[src/rtl/i2c_xfer_seq.sv]
module i2c_xfer_seq #(
  parameter int BUF_WORDS = 8
) (
  input  logic        clk,
  input  logic        rst_n,
  input  logic        reg_we,
  input  logic [9:0]  reg_addr,
  input  logic [31:0] reg_wdata,
  output logic [31:0] reg_rdata,
  output logic        cmd_valid,
  output logic [2:0]  cmd_op,
  output logic [7:0]  cmd_byte,
  input  logic        eng_done,
  input  logic        eng_ack,
  input  logic [7:0]  eng_rdata,
  output logic        irq
);
  localparam int MAXB = BUF_WORDS * 4;
  localparam int CW   = $clog2(MAXB + 1);
  localparam int WI   = $clog2(BUF_WORDS);
  localparam logic [2:0] OP_START = 3'd0, OP_STOP = 3'd1, OP_WR = 3'd2, OP_RACK = 3'd3, OP_RNACK = 3'd4;
  localparam logic [3:0] S_IDLE = 4'd0, S_START = 4'd1, S_HOLD = 4'd2, S_TX = 4'd3, S_RA = 4'd4,
                         S_RS = 4'd5, S_RA2 = 4'd6, S_RX = 4'd7, S_HALT = 4'd8, S_STOP = 4'd9;

  logic [6:0]    ctl, ien, ipd;
  logic [31:0]   clkdiv, saddr, raddr;
  logic [CW-1:0] txcnt, rxcnt, fcnt, idx, cnt_in;
  logic [31:0]   txbuf [BUF_WORDS];
  logic [31:0]   rxbuf [BUF_WORDS];
  logic [3:0]    st;
  logic          pend, start_q, regsent, addr_done, slot_v;
  logic [7:0]    slot_b;

  wire wr_ctl  = reg_we && reg_addr == 10'h000;
  wire wr_tx   = reg_we && reg_addr == 10'h010;
  wire wr_rx   = reg_we && reg_addr == 10'h014;
  wire ctl_rst = wr_ctl && reg_wdata[6:0] == 7'd0;
  wire [1:0] mode = ctl[2:1];
  wire last_rx = (idx + 1'b1) == rxcnt;
  wire nack_halt = !eng_ack && ctl[6];
  assign cnt_in = (reg_wdata > 32'(MAXB)) ? CW'(MAXB) : reg_wdata[CW-1:0];
  assign irq = |(ipd & ien);

  always_comb begin
    case (idx[1:0])
      2'd0: begin slot_v = saddr[24]; slot_b = saddr[7:0];   end
      2'd1: begin slot_v = raddr[24]; slot_b = raddr[7:0];   end
      2'd2: begin slot_v = raddr[25]; slot_b = raddr[15:8];  end
      default: begin slot_v = raddr[26]; slot_b = raddr[23:16]; end
    endcase
  end

  always_comb begin
    cmd_valid = 1'b0;
    cmd_op    = OP_WR;
    cmd_byte  = 8'h00;
    if (!pend) begin
      case (st)
        S_START, S_RS: begin cmd_valid = 1'b1; cmd_op = OP_START; end
        S_STOP:        begin cmd_valid = 1'b1; cmd_op = OP_STOP;  end
        S_TX: if (idx != txcnt) begin
          cmd_valid = 1'b1;
          cmd_byte  = txbuf[idx[2 +: WI]][8*idx[1:0] +: 8];
        end
        S_RA: if (!idx[2] && slot_v) begin cmd_valid = 1'b1; cmd_byte = slot_b; end
        S_RA2: begin cmd_valid = 1'b1; cmd_byte = saddr[7:0] | 8'h01; end
        S_RX: if (idx != rxcnt) begin
          cmd_valid = 1'b1;
          cmd_op    = (last_rx && ctl[5]) ? OP_RNACK : OP_RACK;
        end
        default: ;
      endcase
    end
  end

  always_comb begin
    reg_rdata = 32'h0;
    case (reg_addr[9:8])
      2'd0: case (reg_addr[7:0])
        8'h00: reg_rdata = {25'h0, ctl};
        8'h04: reg_rdata = clkdiv;
        8'h08: reg_rdata = saddr;
        8'h0C: reg_rdata = raddr;
        8'h10: reg_rdata = 32'(txcnt);
        8'h14: reg_rdata = 32'(rxcnt);
        8'h18: reg_rdata = {25'h0, ien};
        8'h1C: reg_rdata = {25'h0, ipd};
        8'h20: reg_rdata = 32'(fcnt);
        default: ;
      endcase
      2'd1: reg_rdata = txbuf[reg_addr[2 +: WI]];
      2'd2: reg_rdata = rxbuf[reg_addr[2 +: WI]];
      default: ;
    endcase
  end

  always_ff @(posedge clk or negedge rst_n) begin
    if (!rst_n) begin
      ctl <= '0; ien <= '0; ipd <= '0; clkdiv <= '0; saddr <= '0; raddr <= '0;
      txcnt <= '0; rxcnt <= '0; fcnt <= '0; idx <= '0; st <= S_IDLE;
      pend <= 1'b0; start_q <= 1'b0; regsent <= 1'b0; addr_done <= 1'b0;
      for (int i = 0; i < BUF_WORDS; i++) begin txbuf[i] <= '0; rxbuf[i] <= '0; end
    end else begin
      start_q <= ctl[3];
      if (cmd_valid) pend <= 1'b1;
      else if (eng_done) pend <= 1'b0;
      if (reg_we) begin
        case (reg_addr)
          10'h000: ctl    <= reg_wdata[6:0];
          10'h004: clkdiv <= reg_wdata;
          10'h008: saddr  <= reg_wdata;
          10'h00C: raddr  <= reg_wdata;
          10'h010: txcnt  <= cnt_in;
          10'h014: rxcnt  <= cnt_in;
          10'h018: ien    <= reg_wdata[6:0];
          10'h01C: ipd    <= ipd & ~reg_wdata[6:0];
          default: if (reg_addr[9:8] == 2'd1) txbuf[reg_addr[2 +: WI]] <= reg_wdata;
        endcase
      end
      if (ctl_rst) begin
        st <= S_IDLE; pend <= 1'b0;
      end else begin
        case (st)
          S_IDLE: if (ctl[3] && !start_q && ctl[0]) st <= S_START;
          S_START, S_RS: if (pend && eng_done) begin
            ipd[4] <= 1'b1;
            if (st == S_START) begin
              fcnt <= '0; addr_done <= 1'b0; regsent <= 1'b0; st <= S_HOLD;
            end else st <= S_RA2;
          end
          S_HOLD: begin
            if (ctl[4]) st <= S_STOP;
            else if (wr_tx && mode == 2'd0) begin
              st <= S_TX; idx <= '0; fcnt <= '0;
            end else if (wr_rx) begin
              idx <= '0; fcnt <= '0;
              st  <= (mode == 2'd1 && !addr_done) ? S_RA : S_RX;
            end
          end
          S_TX: if (pend) begin
            if (eng_done) begin
              ipd[0] <= 1'b1; fcnt <= fcnt + 1'b1; idx <= idx + 1'b1;
              if (!eng_ack) ipd[6] <= 1'b1;
              if (nack_halt) st <= S_HALT;
            end
          end else if (idx == txcnt) begin
            ipd[2] <= 1'b1; st <= S_HOLD;
          end
          S_RA: if (pend) begin
            if (eng_done) begin
              ipd[0] <= 1'b1; idx <= idx + 1'b1;
              if (idx != '0) regsent <= 1'b1;
              if (!eng_ack) ipd[6] <= 1'b1;
              if (nack_halt) st <= S_HALT;
            end
          end else if (idx[2]) begin
            addr_done <= 1'b1; idx <= '0;
            st <= regsent ? S_RS : S_RX;
          end else if (!slot_v) idx <= idx + 1'b1;
          S_RA2: if (pend && eng_done) begin
            ipd[0] <= 1'b1; st <= S_RX;
            if (!eng_ack) ipd[6] <= 1'b1;
            if (nack_halt) st <= S_HALT;
          end
          S_RX: if (pend) begin
            if (eng_done) begin
              rxbuf[idx[2 +: WI]][8*idx[1:0] +: 8] <= eng_rdata;
              ipd[1] <= 1'b1; fcnt <= fcnt + 1'b1; idx <= idx + 1'b1;
            end
          end else if (idx == rxcnt) begin
            ipd[3] <= 1'b1; st <= S_HOLD;
          end
          S_HALT: if (ctl[4]) st <= S_STOP;
          S_STOP: if (pend && eng_done) begin ipd[5] <= 1'b1; st <= S_IDLE; end
          default: st <= S_IDLE;
        endcase
      end
    end
  end
endmodule


[config.mk]
export PLATFORM = sky130hd
export DESIGN_NAME = i2c_xfer_seq
export DESIGN_NICKNAME = d
export VERILOG_FILES = /design/src/rtl/i2c_xfer_seq.sv
export SDC_FILE = /design/constraint.sdc
export NUM_CORES = 1
export LEC_CHECK = 0
export ABC_AREA = 1
export BUFFER_PORTS_ARGS = -buffer_cell sky130_fd_sc_hd__buf_2
export CAP_MARGIN = 10
export CORE_MARGIN = 5
export CORE_UTILIZATION = 40
export CTS_CLUSTER_SIZE = 20
export DETAILED_ROUTE_END_ITERATION = 8
export GPL_TIMING_DRIVEN = 1
export PLACE_DENSITY_LB_ADDON = 0.08
export RECOVER_POWER = 25
export SETUP_SLACK_MARGIN = 0.4
export SLEW_MARGIN = 20
export SYNTH_ARGS = -nofsm -noshare
export SYNTH_HDL_FRONTEND = slang
export SYNTH_SLANG_ARGS = --single-unit
[constraint.sdc]
create_clock -name clk -period 2.9 [get_ports clk]
set_clock_uncertainty 0.05 [all_clocks]
set_input_delay 0.145 -clock clk [delete_from_list [all_inputs] [get_ports clk]]
set_output_delay 0.145 -clock clk [all_outputs]
set_load 0.03 [all_outputs]
# After elaboration in Yosys (flattened, before gate mapping)
# Cells that the tools add are included.
# word_totals
reg_bits	661
latchBits	0
ramBits	0
rom_bits	0
in_bits	55
output_inout_bits	45
elab_cells	263
n_memories	0
# op_classes
addsub	3
n_mul	0
n_div	0
n_lt_le_gt_ge	5
eq_ne	56
shift	3
mux	106
bitwise	7
reduce_logical	51
# ops
op	n
bitwise mux 256 bit	2
binary-select mux 32 bit (select 3 bit)	3
case mux 32 bit (9 select lines)	1
2-to-1 mux 32 bit	8
demux 32 bit (select 3 bit)	2
case mux 32 bit (3 select lines)	1
2-to-1 mux 6 bit	13
2-to-1 mux 4 bit	18
case mux 8 bit (3 select lines)	2
equality test 10 x 5 -> 1 bit (second input constant)	4
case mux 4 bit (9 select lines)	1
case mux 6 bit (3 select lines)	2
2-to-1 mux 1 bit	34
negator 5 -> 34 bit	1
variable shift 8 x 34 -> 32 bit (first input constant)	1
indexed part select 8 x 34 -> 32 bit	1
equality test 8 x 5 -> 1 bit (second input constant)	4
greater-than comparator 32 x 6 -> 1 bit (second input constant)	1
indexed part select 32 x 6 -> 8 bit	1
2-to-1 mux 8 bit	3
!= test 3 bit (second input constant)	8
2-to-1 mux 7 bit	3
equality test 10 x 4 -> 1 bit (second input constant)	2
equality test 6 bit	3
other kinds (50)	112

# Logic depth before layout (Yosys ltp)
# Gate-level depths: netlist of the first run.
# depth
ltp_word	9
ltp_mapped	14
depth_no_buf	13

# Least setup slack after synthesis of the first run
# No wires, ideal clock.
# synth_path
path_kind	reg2out
start	reg idx[0]
end	out cmd_byte[1]
t_arrival_ps	2961
required_time_ps	2705
slack_ps	-256
stages_incl_launch_ff	14
path_buffers	3
path_cell_list	dfrtp_1 -> inv_1 -> clkbuf_1 -> clkbuf_1 -> ha_1 -> buf_2 -> clkinv_1 -> o21ai_0 -> o22ai_1 -> nor2_1 -> nand2_1 -> nor2_1 -> nor2_1 -> a21oi_1
# synth_via
elab_chain_len	6
elab_cells_between_ends	12
cone_classes	eq/ne (3); shift (1); mux (6); reduce/logical (2)
# synth_lines
item	line_no	text
from (decl)	27	logic [CW-1:0] txcnt, rxcnt, fcnt, idx, cnt_in;
from (signal assigned)	159	end else if (!slot_v) idx <= idx + 1'b1;
branches (longest 4 deep; another with indexed part select 32 x 6 -> 8 bit)	--	
case mux 8 bit (3 select lines) (*)	58	case (st)
2-to-1 mux 8 bit (*)	57	if (!pend) begin
to (decl)	12	output logic [7:0] cmd_byte,
# Mark *: on every way between the ends.

# Final worst setup path of the first run
# layout_path
start	reg idx[4]
end	out cmd_byte[4]
# layout_via
elab_chain_len	8
elab_cells_between_ends	9
cone_classes	eq/ne (1); shift (1); mux (6); bitwise (1)
# layout_lines
item	line_no	text
inverter 3 -> 4 bit (implied by the code)	63	cmd_byte = txbuf[idx[2 +: WI]][8*idx[1:0] +: 8];
binary-select mux 32 bit (select 3 bit)	63	
2-to-1 mux 32 bit (implied by the code) (2 in a row)	63	
indexed part select 32 x 6 -> 8 bit	63	
2-to-1 mux 8 bit (*)	61	S_TX: if (idx != txcnt) begin
case mux 8 bit (3 select lines) (*)	58	
2-to-1 mux 8 bit (*)	57	
# Mark *: on every way between the ends. The rest lies on a longest branch, timed or not. The select of a mux whose other input is x is not followed.

==> results of run 1 <==
## sequential cells by signal (all words and copies together), names as in the netlist
register and flops:
addr_done 1, clkdiv 32, ctl 7, fcnt 6, idx 6, ien 7, ipd 7, pend 1
raddr 32, regsent 1, rxbuf 256, rxcnt 6, saddr 32, st 4, start_q 1, txbuf 256
txcnt 6
## cells in the final DEF, fill, tap and decap left out, types with 72 or more instances in the layout
| cell | n |
|---|---|
| a21oi_1 | 119 |
| o21ai_1 | 72 |
| nand4_1 | 140 |
| nand3_1 | 187 |
| dfrtp_1 | 657 |
| nand2_1 | 1267 |
| buf_4 | 115 |
| a22oi_1 | 75 |
| o21ai_0 | 566 |
| inv_1 | 297 |
| buf_2 | 82 |
| clkbuf_16 | 84 |
| nor2_1 | 278 |
## routing by layer
metal | wire length (microns) | track usage, % | vias to the layer above
met5 | 42 | 0 | -
met4 | 5960 | 11.4 | 6
met3 | 12100 | 5.66 | 292
met2 | 64700 | 48.4 | 1587
met1 | 62400 | 44.1 | 16000
li1 | - | - | 14836
## where the power goes
| group | switching, mW | total, mW | internal [mW] | leakage (nW) |
|---|---|---|---|---|
| combinational | 4.51 | 6.49 | 1.98 | 8.47 |
| sequential | 0.743 | 10.9 | 10.2 | 8.57 |
| clock | 4.18 | 10.5 | 6.29 | 1.34 |
## path summary, 6_finish.rpt
kind                               from           to  slack, ns  depth (start not counted)
max                              idx[4]  cmd_byte[4]      -0.13                         12
min                        eng_rdata[7]   rxbuf[247]       0.04                          3
max reg2reg                      idx[0]   rxbuf[218]       0.50                          9
min reg2reg                      ctl[3]      start_q       0.36                          0
max in group asynchronous         rst_n   rxbuf[253]       0.29                          3
min in group asynchronous         rst_n       ipd[2]       0.68                          2
## cells by family after synthesis
logic type | Yosys count | synth area share (%)
buf+inv | 600 | 7.71
mux | 2 | 0.0587
fa+ha+maj | 6 | 0.220
compound gates | 1019 | 16.8
flops | 661 | 48.5
simple gates | 2053 | 26.5
xor+xnor | 9 | 0.231
## area by class of cell
cell class / instances / area [sq um] / area share [%]
Tap cell: 1144 / 1430 / 3.50
Sequential cell: 661 / 16600 / 40.5
Multi-Input combinational cell: 3090 / 15600 / 38.2
Clock inverter: 18 / 295 / 0.722
Clock buffer: 123 / 2430 / 5.94
Timing Repair Buffer: 338 / 3290 / 8.04
Inverter: 327 / 1270 / 3.10
## per-stage QoR
stage,total power [mW],std cells,setup slack (ns)
final,27.9,5701,-0.134
after global routing,28.9,5701,-0.148
after CTS,27.6,5685,-0.0964
after detailed placement,16.5,5471,-0.0190
after global placement,16.5,5471,-0.0114
after floorplan,14.1,4350,0.415
## synthesized netlist by cell type (2+ instances only)
cell type / instances / area share (%)
o2111ai_1: 36 / 0.92
dfrtp_1: 661 / 48
clkinv_1: 7 / 0.077
buf_1: 18 / 0.20
a21oi_1: 130 / 1.9
nand3_2: 4 / 0.12
o221ai_1: 7 / 0.18
inv_1: 302 / 3.3
nand4_4: 9 / 0.56
ha_1: 6 / 0.22
nand3b_1: 10 / 0.22
buf_2: 84 / 1.2
o21bai_1: 2 / 0.044
o22ai_1: 49 / 0.90
o31ai_1: 7 / 0.15
nor2_4: 10 / 0.33
buf_6: 22 / 0.73
nand2_1: 1295 / 14
inv_2: 17 / 0.19
clkbuf_1: 130 / 1.4
o211ai_1: 45 / 0.99
nand3_1: 224 / 3.3
xor2_1: 9 / 0.23
nand4_1: 140 / 2.6
buf_12: 2 / 0.12
o21ai_0: 573 / 8.4
a41oi_1: 3 / 0.077
nor2_1: 294 / 3.2
nor2_8: 2 / 0.12
o21ai_1: 69 / 1.0
a31oi_1: 6 / 0.11
nor3_1: 24 / 0.35
a31o_2: 3 / 0.077
a22oi_1: 75 / 1.7
o32ai_1: 2 / 0.051
buf_4: 16 / 0.35
a22o_1: 7 / 0.18
nand3_4: 21 / 1.1
nand2_2: 7 / 0.13
o2bb2ai_1: 2 / 0.051
nor2_2: 9 / 0.16
mux2i_1: 2 / 0.059
## tightest hold or removal path, cell delays in order
cell     delay, ns
buf_2         0.16
nand3_1       0.25
o21ai_1       0.11
## what timing repair did
item                                   in CTS  in global routing
endpoints found under the hold margin     549                  0
gates cloned                                4                  2
setup endpoints to repair                  84                 81
hold buffers                               42                  0
gates resized for setup                   157                 78
setup buffers                              27                 14
pin swaps                                  29                 38
==> impl_metrics.tcl, run 1 <==
set metrics [dict create \
    outcome "finished, violations left" \
    violations "capacitance limit, slew limit, setup timing" \
    final_cell_area_sq_um 40900 \
    hold_violations 0 \
    synth_edf_count 0 \
    worstPathCellList "nor2_4 > buf_12 > buf_12 > nand3_2 > nand2_1 > nor2_1 > nand3b_1 > nand3_2 > nand2_2 > nand2_2 > a21oi_4 > buf_6" \
    grt-ovfl-total 0 \
    antenna_cells 0 \
    ys_ff_latch 661 \
    cts.sinks 661 \
    power.density_nw_per_um2 682 \
    rsz0062_at_grt "true" \
    cp_max_fo 8 \
    drc 0 \
    ys_types 51 \
    grt_pass1_vias 30596 \
    finalSetupViolCount 8 \
    drt_iter0_drc 4160 \
    grt_start_max_net_pins 74 \
    clk_pin_slew_ns 0.06 \
    synth_nets 4411 \
    worst_slack_ns -0.134 \
    die_x_microns 302 \
    crit_slowest_cell "dfrtp_4" \
    place_area_sq_um 36400 \
    nets 4559 \
    critical_path.top_delay_family "simple AND/OR/NAND/NOR gates" \
    syn_avg_cell_area_sq_um 7.84 \
    grt_use_total_pct 31.2 \
    ctsLongestPathBuffers 3 \
    min_path_type "input pin to register" \
    port_buffers 99 \
    first_pass_iters 9 \
    ys_seq_area_share_pct 48.5 \
    hold-worst-slack_ns 0.0404 \
    worstMarginPinSlew_ns 2.33 \
    dieArea_sq_um 91200 \
    wl_per_cell_microns 25.5 \
    ys.flop_type "dfrtp_1" \
    period_needed_ns 3.03 \
    final_core_util_pct 48.2 \
    grt_first_pass_wirelength_microns 213000 \
    postRouteAntennaNets 0 \
    timing.final.crit_share_pct 105 \
    wl_microns 145000 \
    synthCells 4350 \
    syn_area_sq_um 34100 \
    cts_tree "done" \
    fill_cells 8561 \
    cts_made_buffers 80 \
    cp.required_ns 2.71 \
    drive_gt1_share_pct 13.4 \
    drv_slew 55 \
    ys.warnings.count 0 \
    row_count 107 \
    endpoint_kind "primary output" \
    area_delta_synth_final_pct 19.8 \
    crit_buf_inv 3 \
    coreArea_sq_um 84900 \
    num_vias 32721 \
    antenna_found_initial 5 \
    viasPerCell 5.74 \
    initial_utilization_pct 40.2 \
    clock.fmax_mhz 330 \
    clock_latency_ns 0.65 \
    crit_type "register to primary output" \
    globalplace.congestion 0.967 \
    die_h_microns 302 \
    p_leak_nw 18.4 \
    cap_viol_max_count 1 \
    pin_count 100 \
    fin_setup_tns_ns -0.527 \
    cts_root_buf "clkbuf_16" \
    dpl.hpwl_microns 95300 \
    peakVddDrop_uv 476 \
    max_stage_delay_ns 0.56 \
    slew_headroom_pct -55.2 \
    critPathArrivalTime_ns 2.84 \
    ys_async_sr_fraction_pct 100 \
    start_kind "register" \
    htreeDepth 3 \
]
Power figures use the tool's default switching activity.
==> run 2: changes to the inputs <==
--- a/config.mk
+++ b/config.mk
@@ -8,6 +8,7 @@
 export ABC_AREA = 1
 export BUFFER_PORTS_ARGS = -buffer_cell sky130_fd_sc_hd__buf_2
 export CAP_MARGIN = 10
+export CORE_ASPECT_RATIO = 0.5
 export CORE_MARGIN = 5
 export CORE_UTILIZATION = 40
 export CTS_CLUSTER_SIZE = 20
==> run 2 against run 1 <==
The flow finishes with violations (setup timing). Clock-buffer cell count shrank 23. Sequential power about the same. First-iteration DRC count decreased by 0.48%. Utilization increased by 0.58 points. Clock power fell by 16%. Hold slack better by 0.090 ns. Critical path depth unchanged. Via count is 1.5% higher. Largest power group unchanged.
==> impl_metrics.tcl, run 2 (synthesized netlist as in run 1, its figures left out) <==
set metrics [dict create \
    outcome "finished, violations left" \
    violations "setup timing" \
    pin_count 100 \
    die_x_microns 423 \
    max_stage_delay_ns 0.50 \
    timing.final.crit_share_pct 104 \
    cts_made_buffers 68 \
    crit_type "register to primary output" \
    worstMarginPinSlew_ns 1.31 \
    hold_violations 0 \
    power_frac_comb_pct 25.2 \
    rsz0062_at_grt "true" \
    wl_microns 147000 \
    num_vias 33211 \
    r2r_start "idx[0]" \
    globalplace.congestion 0.962 \
    peakVddDrop_uv 333 \
    wl_per_cell_microns 25.7 \
    crit_start "idx[4]" \
    fin_setup_tns_ns -0.455 \
    clk_pin_slew_ns 0.07 \
    drive_gt1_share_pct 14.4 \
    clock.fmax_mhz 331 \
    cts.sinks 661 \
    grt_first_pass_wirelength_microns 213000 \
    sw_frac_of_total_pct 35.4 \
    antenna_found_initial 4 \
    mostFrequentLayoutCells "nand2_1 (1269), dfrtp_1 (657), o21ai_0 (557)" \
    cts_root_buf "clkbuf_16" \
    viasPerCell 5.81 \
    cp_max_fo 12 \
    top_regs "rxbuf x256, txbuf x256" \
    endpoint_kind "primary output" \
    internal-power_mw 17.0 \
    drc 0 \
    grt-ovfl-total 0 \
    drt_iter0_drc 4140 \
    finalSetupViolCount 8 \
    htreeDepth 3 \
    ctsLongestPathBuffers 3 \
    hold_start "reg_addr[1]" \
    dieArea_sq_um 91600 \
    antenna_cells 0 \
    die_h_microns 217 \
    fill_cells 8244 \
    port_buffers 99 \
    min_path_type "input pin to register" \
    clkPwrFrac_pct 33.5 \
    grt_use_total_pct 31.1 \
    period_needed_ns 3.02 \
    seqPwrFrac_pct 41.3 \
    coreArea_sq_um 84200 \
    layout_commonest_cell "nand2_1" \
    start_kind "register" \
    slew_headroom_pct 12.9 \
    cts_tree "done" \
    critPathArrivalTime_ns 2.83 \
    dpl.hpwl_microns 96600 \
    area_delta_synth_final_pct 20.2 \
    cap_viol_max_count 0 \
    clock_latency_ns 0.67 \
    row_count 75 \
    power.density_nw_per_um2 641 \
    first_pass_iters 6 \
    grt_start_max_net_pins 96 \
    switching_power_mw 9.32 \
    initial_utilization_pct 40.5 \
    p_leak_nw 18.4 \
    worst_slack_ns -0.122 \
    cp.required_ns 2.71 \
    postRouteAntennaNets 0 \
    worstPathCellList "buf_6 > nor2_4 > buf_12 > nand3_1 > nand2_1 > nor2_1 > nand3b_1 > nand3_2 > nand2_2 > nand2_2 > a21oi_4 > buf_6" \
    crit_slowest_cell "dfrtp_2" \
    drv_slew 0 \
    grt_pass1_vias 30812 \
    total_power_mw 26.3 \
    nets 4616 \
]
## run 2: cell count changes in the layout (fill, tap and decap cells not counted), moves of 4 or more
cell	change
o21ai_1	+7
nand2_2	+5
clkbuf_16	-8
nand2_4	-5
buf_12	+8
buf_4	+47
clkbuf_8	-10
dlygate4sd3_1	+4
bufinv_16	-5
clkbuf_4	+4
nand3_1	-5
o21ai_0	-9
## run 2: path summary, 6_finish.rpt
| check | cells after the start | slack (ns) | end |
|---|---|---|---|
| max | 12 | -0.12 | cmd_byte[4] |
| min reg2reg | 0 | 0.37 | start_q |
| max reg2reg | 10 | 0.48 | rxbuf[65] |
| min in group asynchronous | 3 | 0.77 | txbuf[103] |
| min | 7 | 0.13 | pend |
| max in group asynchronous | 4 | 0.26 | rxbuf[82] |
## run 2: cell type report
cell class                      count  area [sq um]  share of cell area (%)
Sequential cell                   661         16600                    40.3
Multi-Input combinational cell   3091         15700                    38.2
Clock buffer                      100          1940                    4.73
Clock inverter                     16           186                   0.454
Inverter                          327          1270                    3.10
Timing Repair Buffer              406          4000                    9.75
Tap cell                         1116          1400                    3.40
## run 2: power by group through the flow
stage	logic (mW)	clock network [mW]	registers [mW]
after CTS	6.13	8.94	10.8
after global routing	7.06	9.33	10.9
after floorplan	3.34	0	10.8
final	6.63	8.80	10.9
after global placement	5.56	0	11.0
after detailed placement	5.60	0	11.0
## run 2: metrics by stage
stage	utilization [%]	instances	hold WS [ns]	instance area, sq um	setup WS, ns
2_1_floorplan	-	4350	-0.201	34200	0.415
3_3_place_gp	43.5	5468	0.0729	36600	0.151
3_5_place_dp	43.5	5468	0.0730	36600	0.186
4_1_cts	47.6	5660	0.0843	40100	-0.0675
5_1_grt	48.7	5717	0.160	41000	-0.127
6_report	48.7	5717	0.131	41000	-0.122
## run 2: timing repair
action | 4_1_cts | 5_1_grt
endpoints found under the setup margin | 84 | 185
pin swaps | 16 | 39
gates resized for setup | 154 | 96
cloned | 4 | 9
hold buffers | 47 | 0
buffers inserted | 25 | 48
endpoints found under the hold margin | 1124 | 0
## run 2: metal layers
metal  up-vias  global-route usage [%]  share of wire, %
met5         -                       0                 0
met4         0                    10.2               3.6
met3       296                    7.01               9.9
met2      1594                    45.6                42
met1     16359                    45.6                45
li1      14962                       -                 -
## run 2: worst max-delay path, delay by kind of cell (launching register included)
kind / cells / cell delay (ns)
AO/OA/AOI/OAI: 1 / 0.13
flip-flops: 1 / 0.50
buffers and inverters: 3 / 0.51
AND/OR/NAND/NOR: 8 / 0.97
